`src/rtl/vic_pkg.sv`:
```
package vic_pkg;
   typedef enum logic [1:0] {
      REG_CFG   = 2'd0,
      REG_MASK  = 2'd1,
      REG_INSVC = 2'd2,
      REG_VEC   = 2'd3
   } vic_reg_e;

   localparam int CFG_W        = 17;
   localparam int CFG_SLOT_LSB = 0;
   localparam int CFG_TOP_LSB  = 8;
   localparam int CFG_TOP_W    = 5;
   localparam int CFG_LVL_LSB  = 13;
   localparam int CFG_LVL_W    = 3;
   localparam int CFG_EN_BIT   = 16;
   localparam int VEC_WORD_W   = 16;
   localparam int VEC_NUM_LSB  = 11;
endpackage

```
`src/rtl/vic_rank.sv`:
```
module vic_rank #(
   parameter int N_SRC   = 32,
   parameter int CH_BASE = 24,
   parameter int N_CH    = 4,
   parameter int SLOT_W  = 2,
   parameter int TOP_W   = 5,
   localparam int RANK_W = $clog2(N_SRC) + 1
) (
   input  logic [N_CH*SLOT_W-1:0]        slots_i,
   input  logic [TOP_W-1:0]              top_src_i,
   output logic [N_SRC-1:0][RANK_W-1:0]  rank_o
);
   for (genvar i = 0; i < N_SRC; i++) begin : g_src
      logic [RANK_W-1:0] base_rank;
      if (i >= CH_BASE && i < CH_BASE + N_CH) begin : g_chan
         assign base_rank = RANK_W'(CH_BASE)
                          + RANK_W'(slots_i[(i-CH_BASE)*SLOT_W +: SLOT_W]);
      end else begin : g_plain
         assign base_rank = RANK_W'(i);
      end
      assign rank_o[i] = (top_src_i == TOP_W'(i)) ? RANK_W'(N_SRC) : base_rank;
   end
endmodule

```
`src/rtl/vic_arbiter.sv`:
```
module vic_arbiter #(
   parameter int N_SRC   = 32,
   localparam int SRC_W  = $clog2(N_SRC),
   localparam int RANK_W = SRC_W + 1
) (
   input  logic                          clk,
   input  logic                          rst_n,
   input  logic [N_SRC-1:0]              cand_i,
   input  logic [N_SRC-1:0]              insvc_i,
   input  logic [N_SRC-1:0][RANK_W-1:0]  rank_i,
   output logic                          any_o,
   output logic [SRC_W-1:0]              win_o
);
   logic [RANK_W-1:0] ceil_rank;
   logic              ceil_v;
   logic [N_SRC-1:0]  elig;
   logic [RANK_W-1:0] best;

   // highest rank currently in service
   always_comb begin
      ceil_v    = 1'b0;
      ceil_rank = '0;
      for (int i = 0; i < N_SRC; i++) begin
         if (insvc_i[i] && (!ceil_v || rank_i[i] > ceil_rank)) begin
            ceil_v    = 1'b1;
            ceil_rank = rank_i[i];
         end
      end
   end

   for (genvar i = 0; i < N_SRC; i++) begin : g_elig
      assign elig[i] = cand_i[i] && (!ceil_v || rank_i[i] > ceil_rank);
   end

   // highest rank wins, later index wins ties
   always_comb begin
      any_o = 1'b0;
      win_o = '0;
      best  = '0;
      for (int i = 0; i < N_SRC; i++) begin
         if (elig[i] && (!any_o || rank_i[i] >= best)) begin
            any_o = 1'b1;
            best  = rank_i[i];
            win_o = SRC_W'(i);
         end
      end
   end


   win_elig_chk: assert property (@(posedge clk) disable iff (!rst_n)
      any_o |-> (cand_i[win_o] && (!ceil_v || rank_i[win_o] > ceil_rank)));
endmodule

```
`src/rtl/vic_regfile.sv`:
```
module vic_regfile
   import vic_pkg::*;
#(
   parameter int N_SRC   = 32,
   parameter int ERR_VEC = 0,
   localparam int SRC_W  = $clog2(N_SRC)
) (
   input  logic              clk,
   input  logic              rst_n,
   input  logic              bus_wr,
   input  logic              bus_rd,
   input  logic [1:0]        bus_addr,
   input  logic [31:0]       bus_wdata,
   output logic [31:0]       bus_rdata,
   input  logic              any_i,
   input  logic [SRC_W-1:0]  win_i,
   output logic [CFG_W-1:0]  cfg_o,
   output logic [N_SRC-1:0]  mask_o,
   output logic [N_SRC-1:0]  insvc_o
);
   vic_reg_e                reg_sel;
   logic [CFG_W-1:0]        cfg_q;
   logic [N_SRC-1:0]        mask_q;
   logic [N_SRC-1:0]        insvc_q;
   logic [N_SRC-1:0]        insvc_nxt;
   logic [N_SRC-1:0]        clr_bits;
   logic [N_SRC-1:0]        set_bits;
   logic [VEC_WORD_W-1:0]   vec_q;
   logic [VEC_WORD_W-1:0]   vec_new;
   logic                    armed_q;
   logic                    ack_take;

   assign reg_sel  = vic_reg_e'(bus_addr);
   assign ack_take = bus_rd && (reg_sel == REG_VEC) && armed_q;
   assign vec_new  = any_i ? (VEC_WORD_W'(win_i) << VEC_NUM_LSB)
                           : (VEC_WORD_W'(ERR_VEC) << VEC_NUM_LSB);

   always_comb begin
      clr_bits = '0;
      set_bits = '0;
      if (bus_wr && reg_sel == REG_INSVC) clr_bits = bus_wdata[N_SRC-1:0];
      if (ack_take && any_i)              set_bits[win_i] = 1'b1;
      insvc_nxt = (insvc_q & ~clr_bits) | set_bits;
   end

   always_ff @(posedge clk) begin
      if (!rst_n) begin
         cfg_q     <= '0;
         mask_q    <= '0;
         insvc_q   <= '0;
         vec_q     <= '0;
         armed_q   <= 1'b0;
         bus_rdata <= '0;
      end else begin
         insvc_q <= insvc_nxt;
         if (bus_wr) begin
            case (reg_sel)
               REG_CFG:  cfg_q  <= bus_wdata[CFG_W-1:0];
               REG_MASK: mask_q <= bus_wdata[N_SRC-1:0];
               REG_VEC:  if (bus_wdata[0]) armed_q <= 1'b1;
               default:  ;
            endcase
         end
         if (bus_rd) begin
            case (reg_sel)
               REG_CFG:   bus_rdata <= 32'(cfg_q);
               REG_MASK:  bus_rdata <= 32'(mask_q);
               REG_INSVC: bus_rdata <= 32'(insvc_q);
               default: begin
                  if (armed_q) begin
                     armed_q   <= 1'b0;
                     vec_q     <= vec_new;
                     bus_rdata <= 32'(vec_new);
                  end else begin
                     bus_rdata <= 32'(vec_q);
                  end
               end
            endcase
         end
      end
   end

   assign cfg_o   = cfg_q;
   assign mask_o  = mask_q;
   assign insvc_o = insvc_q;


   ack_marks_chk: assert property (@(posedge clk) disable iff (!rst_n)
      (ack_take && any_i) |=> (insvc_q[$past(win_i)] &&
                               bus_rdata[VEC_NUM_LSB-1:0] == '0));

   err_vec_chk: assert property (@(posedge clk) disable iff (!rst_n)
      (ack_take && !any_i) |=>
         (bus_rdata[VEC_WORD_W-1:VEC_NUM_LSB] == (VEC_WORD_W-VEC_NUM_LSB)'(ERR_VEC)));

   eoi_clear_chk: assert property (@(posedge clk) disable iff (!rst_n)
      (bus_wr && reg_sel == REG_INSVC && !ack_take) |=>
         ((insvc_q & $past(bus_wdata[N_SRC-1:0])) == '0));

   plain_read_chk: assert property (@(posedge clk) disable iff (!rst_n)
      (bus_rd && reg_sel == REG_VEC && !armed_q && !bus_wr) |=> $stable(insvc_q));
endmodule

```
`src/rtl/vec_irq_ctrl.sv`:
```
module vec_irq_ctrl
   import vic_pkg::*;
#(
   parameter int N_SRC   = 32,
   parameter int CH_BASE = 24,
   parameter int N_CH    = 4,
   parameter int SLOT_W  = 2,
   parameter int ERR_VEC = 0
) (
   input  logic              clk,
   input  logic              rst_n,
   input  logic              bus_wr,
   input  logic              bus_rd,
   input  logic [1:0]        bus_addr,
   input  logic [31:0]       bus_wdata,
   output logic [31:0]       bus_rdata,
   input  logic [N_SRC-1:0]  req_i,
   output logic              irq_o,
   output logic [2:0]        irq_level_o
);
   localparam int SRC_W  = $clog2(N_SRC);
   localparam int RANK_W = SRC_W + 1;
   localparam logic [N_SRC-1:0] ERR_BIT = N_SRC'(1) << ERR_VEC;

   if (N_SRC > 32 || N_SRC < 2) begin : g_bad_src
      $error("N_SRC must lie in 2..32");
   end
   if (CH_BASE + N_CH > N_SRC) begin : g_bad_ch
      $error("serial channels exceed the source range");
   end
   if (N_CH != (1 << SLOT_W)) begin : g_bad_slot
      $error("slot field width must address every channel slot");
   end
   if (N_CH * SLOT_W > CFG_TOP_LSB || SRC_W > CFG_TOP_W) begin : g_bad_cfg
      $error("configuration fields overlap");
   end
   if (ERR_VEC >= N_SRC) begin : g_bad_err
      $error("error vector out of range");
   end

   logic [CFG_W-1:0]                cfg;
   logic [N_SRC-1:0]                mask;
   logic [N_SRC-1:0]                insvc;
   logic [N_SRC-1:0]                cand;
   logic [N_SRC-1:0][RANK_W-1:0]    rank;
   logic                            any;
   logic [SRC_W-1:0]                win;

   assign cand = req_i & mask & ~ERR_BIT;

   vic_regfile #(.N_SRC(N_SRC), .ERR_VEC(ERR_VEC)) u_regs (
      .clk(clk), .rst_n(rst_n),
      .bus_wr(bus_wr), .bus_rd(bus_rd), .bus_addr(bus_addr),
      .bus_wdata(bus_wdata), .bus_rdata(bus_rdata),
      .any_i(any), .win_i(win),
      .cfg_o(cfg), .mask_o(mask), .insvc_o(insvc)
   );

   vic_rank #(.N_SRC(N_SRC), .CH_BASE(CH_BASE), .N_CH(N_CH),
              .SLOT_W(SLOT_W), .TOP_W(CFG_TOP_W)) u_rank (
      .slots_i(cfg[CFG_SLOT_LSB +: N_CH*SLOT_W]),
      .top_src_i(cfg[CFG_TOP_LSB +: CFG_TOP_W]),
      .rank_o(rank)
   );

   vic_arbiter #(.N_SRC(N_SRC)) u_arb (
      .clk(clk), .rst_n(rst_n),
      .cand_i(cand), .insvc_i(insvc), .rank_i(rank),
      .any_o(any), .win_o(win)
   );

   assign irq_o       = cfg[CFG_EN_BIT] & any;
   assign irq_level_o = cfg[CFG_LVL_LSB +: CFG_LVL_W];


   irq_needs_mask_chk: assert property (@(posedge clk) disable iff (!rst_n)
      irq_o |-> ((req_i & mask) != '0));
endmodule

```
`config.mk`:
```
export PLATFORM = sky130hd
export DESIGN_NAME = vec_irq_ctrl
export DESIGN_NICKNAME = d
export VERILOG_FILES = /design/src/rtl/vic_pkg.sv /design/src/rtl/vic_rank.sv /design/src/rtl/vic_arbiter.sv /design/src/rtl/vic_regfile.sv /design/src/rtl/vec_irq_ctrl.sv
export SDC_FILE = /design/constraint.sdc
export NUM_CORES = 1
export LEC_CHECK = 0
export BUFFER_PORTS_ARGS = -buffer_cell sky130_fd_sc_hd__buf_2
export CAP_MARGIN = 20
export CORE_ASPECT_RATIO = 1.25
export CORE_MARGIN = 2
export CORE_UTILIZATION = 65
export DETAILED_ROUTE_END_ITERATION = 7
export PLACE_DENSITY_LB_ADDON = 0.08
export SYNTH_ARGS = -nofsm -noshare
export SYNTH_HDL_FRONTEND = slang
export SYNTH_SLANG_ARGS = --single-unit
```
`constraint.sdc`:
```
create_clock -name clk -period 244.7 [get_ports clk]
set_input_delay 12.235 -clock clk [delete_from_list [all_inputs] [get_ports clk]]
set_output_delay 12.235 -clock clk [all_outputs]
set_load 0.02 [all_outputs]
```
# ---- Word level (Yosys, flattened, before mapping)
# Cells that the tools add are included.
dict set report totals {
  ff_bits 130
  latch_bits 0
  mem_bits_rw 0
  rom_bits 0
  in_bits 70
  output_inout_bits 36
  memories 0
}
dict set report op_classes {
  n_addsub 4
  mul 0
  div_mod_pow 0
  order_cmp 94
  n_eq_ne 34
  shifts 0
  n_mux 201
  bitwise_logic 6
  reduce_logical 257
}
# op n
set ops {}
lappend ops {{$mux W6} 94}
lappend ops {{$gt A6 B6 Y1} 62}
lappend ops {{$ge A6 B6 Y1} 30}
lappend ops {{$logic_and A1 B1 Y1} 97}
lappend ops {{$pmux W32 S3} 1}
lappend ops {{$logic_or A1 B1 Y1} 92}
lappend ops {{$eq A5 B5 Y1 const B} 16}
lappend ops {{$mux W5} 16}
lappend ops {{$mux W1} 71}
lappend ops {{$and A32 B32 Y32} 2}
lappend ops {{$mux W32} 2}
lappend ops {{$logic_not A1 Y1} 62}
lappend ops {{$eq A5 B4 Y1 const B} 8}
lappend ops {{$mux W16} 2}
lappend ops {{$mux W4} 8}
lappend ops {{$not A32 Y32} 1}
lappend ops {{$or A32 B32 Y32} 1}
lappend ops {{$add A5 B2 Y6 const A} 4}
lappend ops {{$eq A5 B3 Y1 const B} 4}
lappend ops {{$mux W3} 4}
lappend ops {{$eq A5 B2 Y1 const B} 2}
lappend ops {{$lt A5 B6 Y1 const B} 1}
lappend ops {{$demux W1 S5} 1}
lappend ops {{$eq A5 B1 Y1 const B} 1}
lappend ops {{other kinds (11)} 14}

# ---- Logic depth before layout (Yosys ltp)
dict set report depth {
  depth_word 257
  ltp_mapped 477
  depth_no_buf 460
}

# ---- Cells and area by module
# A second synthesis with hierarchy kept.
dict set report unflattened {
  hier_cells 4338
  area_unflattened_um2 31670.4
}
# mod n_inst cells_each area_per_inst_um2 seq_area_each_um2
set modules_own_cells {}
lappend modules_own_cells {vic_arbiter 1 3509 25106.6 0.0}
lappend modules_own_cells {vic_regfile 1 568 4924.7 2382.3}
lappend modules_own_cells {vic_rank 1 228 1435.1 0.0}
lappend modules_own_cells {vec_irq_ctrl 1 33 203.9 0.0}

# ---- Worst setup path before layout
# No wires, ideal clock.
dict set report synth_timing {
  path_type {register to output}
  startpoint {register u_regs.cfg_q[10], in the netlist u_regs.cfg_o[10]}
  endpoint {output port irq_o}
  t_arrival_ns 82.656
  required_ns 232.465
  slack_ns 149.809
  path_stages_with_launch 430
  path_cell_list {dfxtp_1 > buf_2 > nor3_4 > nand2_1 > inv_1 > ha_1 > and3b_1 > o21a_1 > o211ai_1 > o2111ai_1 > ha_1 > and3b_1 > o211ai_1 > a31oi_1 > a21bo_2 > a21oi_2 > a31oi_1 > ha_1 > [394 not listed] > buf_2 > mux2_2 > ha_1 > a21o_1 > a21o_1 > a21oi_1 > o21ai_0 > a211oi_2 > nor2_1 > nand2_1 > a21bo_1 > ha_1 > a21o_1 > a21oi_1 > nor2b_1 > o31ai_1 > and3_1 > a21boi_0}
}
dict set report synth_via {
  elab_chain_cells 252
  elab_cells_between_ends 526
  cone_classes {92 x order compare; 31 x eq/ne; 156 x mux; 1 x bitwise; 246 x reduce/logical}
}
# item line
set synth_lines {}
lappend synth_lines {{start: declaration} vic_regfile.sv:22} ;# logic [CFG_W-1:0] cfg_q;
lappend synth_lines {{start signal: assignment} vic_regfile.sv:58} ;# REG_CFG: cfg_q <= bus_wdata[CFG_W-1:0];
lappend synth_lines {{$logic_not A5 Y1} vic_rank.sv:21} ;# assign rank_o[i] = (top_src_i == TOP_W'(i)) ? RANK_W'(N_SRC) : base_rank;
lappend synth_lines {{$mux W6} vic_rank.sv:21}
lappend synth_lines {{$mux W6} vic_arbiter.sv:24} ;# if (insvc_i[i] && (!ceil_v || rank_i[i] > ceil_rank)) begin
lappend synth_lines {{$gt A6 B6 Y1} vic_arbiter.sv:24}
lappend synth_lines {{$logic_or A1 B1 Y1} vic_arbiter.sv:24}
lappend synth_lines {{$logic_and A1 B1 Y1} vic_arbiter.sv:24}
lappend synth_lines {{$mux W6 / $mux W1 (equally long branches)} vic_arbiter.sv:24}
lappend synth_lines {{$gt A6 B6 Y1 / $logic_not A1 Y1 (equally long branches)} vic_arbiter.sv:24}
lappend synth_lines {{[236 not listed]} n/a}
lappend synth_lines {{$logic_or A1 B1 Y1} vic_arbiter.sv:41} ;# if (elig[i] && (!any_o || rank_i[i] >= best)) begin
lappend synth_lines {{$logic_and A1 B1 Y1} vic_arbiter.sv:41}
lappend synth_lines {{$mux W6 / $mux W1 (equally long branches)} vic_arbiter.sv:41}
lappend synth_lines {{$ge A6 B6 Y1 / $logic_not A1 Y1 (equally long branches)} vic_arbiter.sv:41}
lappend synth_lines {{$logic_or A1 B1 Y1} vic_arbiter.sv:41}
lappend synth_lines {{$logic_and A1 B1 Y1} vic_arbiter.sv:41}
lappend synth_lines {{$mux W1 *} vic_arbiter.sv:41}
lappend synth_lines {{$and A1 B1 Y1 *} vec_irq_ctrl.sv:72} ;# assign irq_o = cfg[CFG_EN_BIT] & any;
lappend synth_lines {{end: declaration} vec_irq_ctrl.sv:18} ;# output logic irq_o,
# Every way passes the cells marked *; elsewhere a longest branch is shown, timed or not.

# ---- Worst setup path after layout
dict set report layout_timing {
  startpoint {register u_regs.cfg_q[9], in the netlist u_regs.cfg_o[9]}
  endpoint {output port irq_o}
}
# Same word-level chain as after synthesis.

==> flow_metrics.py <==
metrics = {
    "power": {
        "cellPowerDensity_nw_per_um2": 3.28,
        "p_total_uw": 70.8,
        "p_leak_uw": 0.00917,
        "ir_drop_v": 0.00000443,
    },
    "yosys": {
        "syn_inst": 2721,
        "ys_ff_latch": 119,
        "synth-adder-area-share_pct": 20.6,
        "synth_mux_area_share_pct": 4.35,
        "avgSynthCellArea_um2": 7.40,
        "synthXorXnorAreaFrac_pct": 0,
        "seq_area_frac_synth_pct": 11.8,
        "synth_fp_nets": 3122,
        "yosys.area_share.simple_pct": 24.6,
        "synth_ff_type": "dfxtp_1",
        "synthTopCellsByArea": "ha_1 (21%), dfxtp_1 (12%), nand2_1 (6.5%)",
        "synth_top_area_share_pct": 20.6,
        "synth_top_family_by_area": "compound AO/OA/AOI/OAI gates",
        "yosysTopAreaCell": "ha_1",
        "yosys.cell_types.count": 123,
        "synth_compound_area_share_pct": 34.5,
        "synth_edf_count": 0,
        "synth_warnings": 0,
        "syn-cell-area_um2": 20100,
        "synthArstFlopShare_pct": 0,
    },
    "setup_path": {
        "r2r-end": "u_regs.insvc_o[19]",
        "critPathLaunchType": "flop",
        "critPathMaxFanout": 18,
        "ff2ff_setup_slack_ns": 140.18,
        "crit_arrival_ns": 101.87,
        "critPathKind": "flop to output pin",
        "slowest_delay_ns": 0.86,
        "crit_top_cell": "ha_1",
        "required_ns": 232.47,
        "cp_slowest_cell": "o41ai_4",
        "rr_worst_depth": 433,
        "end_kind": "output pin",
        "r2r-start": "u_regs.cfg_o[9]",
    },
    "grt": {
        "first_global_vias": 22400,
        "grt_util_met1_pct": 54.2,
        "grt-ovfl-total": 0,
        "grt_start_max_net_pins": 56,
        "use_met3_pct": 8.80,
        "grt_pass1_wl_mm": 119,
        "grt_usage_pct": 45.5,
        "antenna_found_initial": 4,
        "grt_util_met2_pct": 74.2,
        "top_usage_layer": "met2",
    },
    "clock_tree": {
        "clk_path_buf_depth": 2,
        "hold_buffers": 0,
        "clock_sinks": 119,
        "post_cts_buffers": 0,
        "cts_tree": "yes",
        "h-tree-depth": 4,
        "clk_latency_ns": 0.44,
        "clockRootBuffer": "clkbuf_16",
        "cts.repair.resized": 0,
        "numCtsBuffers": 17,
        "clk_pin_slew_ns": 0.06,
    },
    "min_path": {
        "worstHoldStart": "u_regs.mask_o[23]",
        "hp-class": "flop to flop",
        "min_path_cells": 2,
        "holdPathEnd": "u_regs.mask_o[23]",
    },
    "place": {
        "dpl.cell_count": 3161,
        "place_area_um2": 21000,
        "port_buffers": 104,
        "post-dp-hpwl_mm": 57.6,
        "gp_congestion": 1.04,
    },
    "die": {
        "start_util_pct": 65.6,
        "dieArea_um2": 32400,
        "rows": 72,
        "core-area_um2": 30700,
        "top_level_ports": 106,
        "die_w_um": 161,
        "fp.dieH_um": 201,
    },
    "layout": {
        "fin_area_um2": 21600,
        "num-nets-final": 3174,
        "utilization_pct": 70.2,
        "instances_no_fill": 3193,
        "drive_gt1_share_pct": 11.8,
        "fill_cells": 2528,
        "syn_to_final_growth_pct": 7.10,
        "num_antenna_cells": 0,
    },
    "detailed_routing": {
        "drtAntennaViolNets": 0,
        "wl_mm": 76.3,
        "drt-initial-drc-count": 2887,
        "wl_per_cell_um": 23.9,
        "first_pass_iters": 6,
        "drcViolationCount": 0,
        "viasPerCell": 7.36,
        "num_vias": 23500,
    },
    "sta": {
        "tns_ns": 0,
        "setup_violations": 0,
        "fmax_mhz": 8.76,
        "tightest_slew_ns": 1.34,
        "finalMaxSlewViolations": 0,
        "fin_crit_ns": 114.11,
        "final.setup_skew_ns": 0.00892,
        "relSlewSlack_pct": 9.80,
        "rsz0062_at_grt": "false",
        "period_share_pct": 46.6,
        "hold_violations": 0,
    },
    "job": {
        "max_cap_violations": 0,
    },
    "run_status": {
        "outcome": "finished clean",
    },
}
-- cell type report --
type                            count  area [µm²]  area share [%]
Multi-Input combinational cell   2393       16900            78.6
Sequential cell                   119        2380            11.0
Timing Repair Buffer              130         716            3.32
Tap cell                          407         509            2.36
Clock buffer                       21         470            2.18
Inverter                          112         420            1.95
Clock inverter                     11         124           0.574
-- layer usage --
metal	vias to the layer above	share of wire [%]
met5	-	0.072
met4	8	7.9
met3	445	11
met2	1669	45
met1	10900	36
li1	10500	-
-- cell families after synthesis --
logic type               after synthesis
AND/OR/NAND/NOR                     1019
buffers and inverters                209
flip-flops                           119
AO/OA/AOI/OAI                        964
adder cells (fa/ha/maj)              331
multiplexers                          79
-- worst max path at each step --
| stage | depth (start not counted) | end | slack (ns) | from |
|---|---|---|---|---|
| global placement | 420 | irq_o | 136.85 | u_regs.cfg_o[9] |
| finish | 421 | irq_o | 130.59 | u_regs.cfg_o[9] |
| detailed placement | 421 | irq_o | 134.56 | u_regs.cfg_o[9] |
| global route | 425 | irq_o | 124.27 | u_regs.cfg_o[9] |
| floorplan | 429 | irq_o | 149.81 | u_regs.cfg_o[10] |
| CTS | 421 | irq_o | 133.74 | u_regs.cfg_o[9] |
-- registers in the layout (all words and copies together), names as in the netlist --
| register | flops |
|---|---|
| u_regs.mask_o | 32 |
| u_regs.bus_rdata | 32 |
| u_regs.insvc_o | 32 |
| u_regs.armed_q | 1 |
| u_regs.cfg_o | 17 |
| u_regs.vec_q | 5 |
-- placed cells by master, fill, tap and decap left out, types with 10 or more instances in the layout --
master,count
or3_1,20
a31oi_1,30
ha_1,331
nor2b_1,41
mux2_2,41
mux2i_1,34
buf_2,104
o21a_1,49
inv_1,108
o31ai_1,34
o21ai_0,116
o2111ai_1,13
nand2_1,351
o211a_1,16
a211oi_1,33
and2_1,39
a221oi_1,24
o21ai_1,30
a21oi_1,238
and3_1,36
a31o_2,16
or2_1,10
dfxtp_1,119
nor2_1,196
o211ai_1,46
nand3_1,89
nand2b_1,33
nand4_1,43
nor3_1,80
buf_4,26
a211o_1,20
o31a_1,10
and4_1,10
or2_2,16
a21o_1,80
o22ai_1,10
clkbuf_16,17
a21boi_0,16
-- worst max-delay path, delay by kind of cell, from the launching register on --
kind            cells  cell delay, ns
mux                21            7.69
flops               1            0.52
simple gates      111           21.34
buf+inv            17            2.80
fa+ha+maj          55           16.47
compound gates    217           52.52
-- stage by stage --
stage	hold slack [ns]	setup slack, ns
2_1_floorplan	0.436	149.81
3_3_place_gp	0.444	136.85
6_report	0.472	130.59
3_5_place_dp	0.464	134.56
5_1_grt	0.487	124.27
4_1_cts	0.472	133.74
-- synthesized netlist by cell type, drive strengths merged (37+ instances only) --
cell type and number:
a211oi 38, a21o 80, a21oi 246, and2 39
and3 37, clkbuf 65, dfxtp 119, ha 331
inv 110, mux2 42, nand2 351, nand3 89
nand4 44, nor2 201, nor2b 42, nor3 88
o211ai 49, o21a 52, o21ai 152, o31ai 39
-- power breakdown --
group	internal, µW	switching, µW	leakage (µW)
sequential	19.9	0.582	0.000968
clock	15.8	9.98	0.000285
combinational	9.21	15.3	0.00792
No activity file was read; power rests on OpenSTA's default activity.
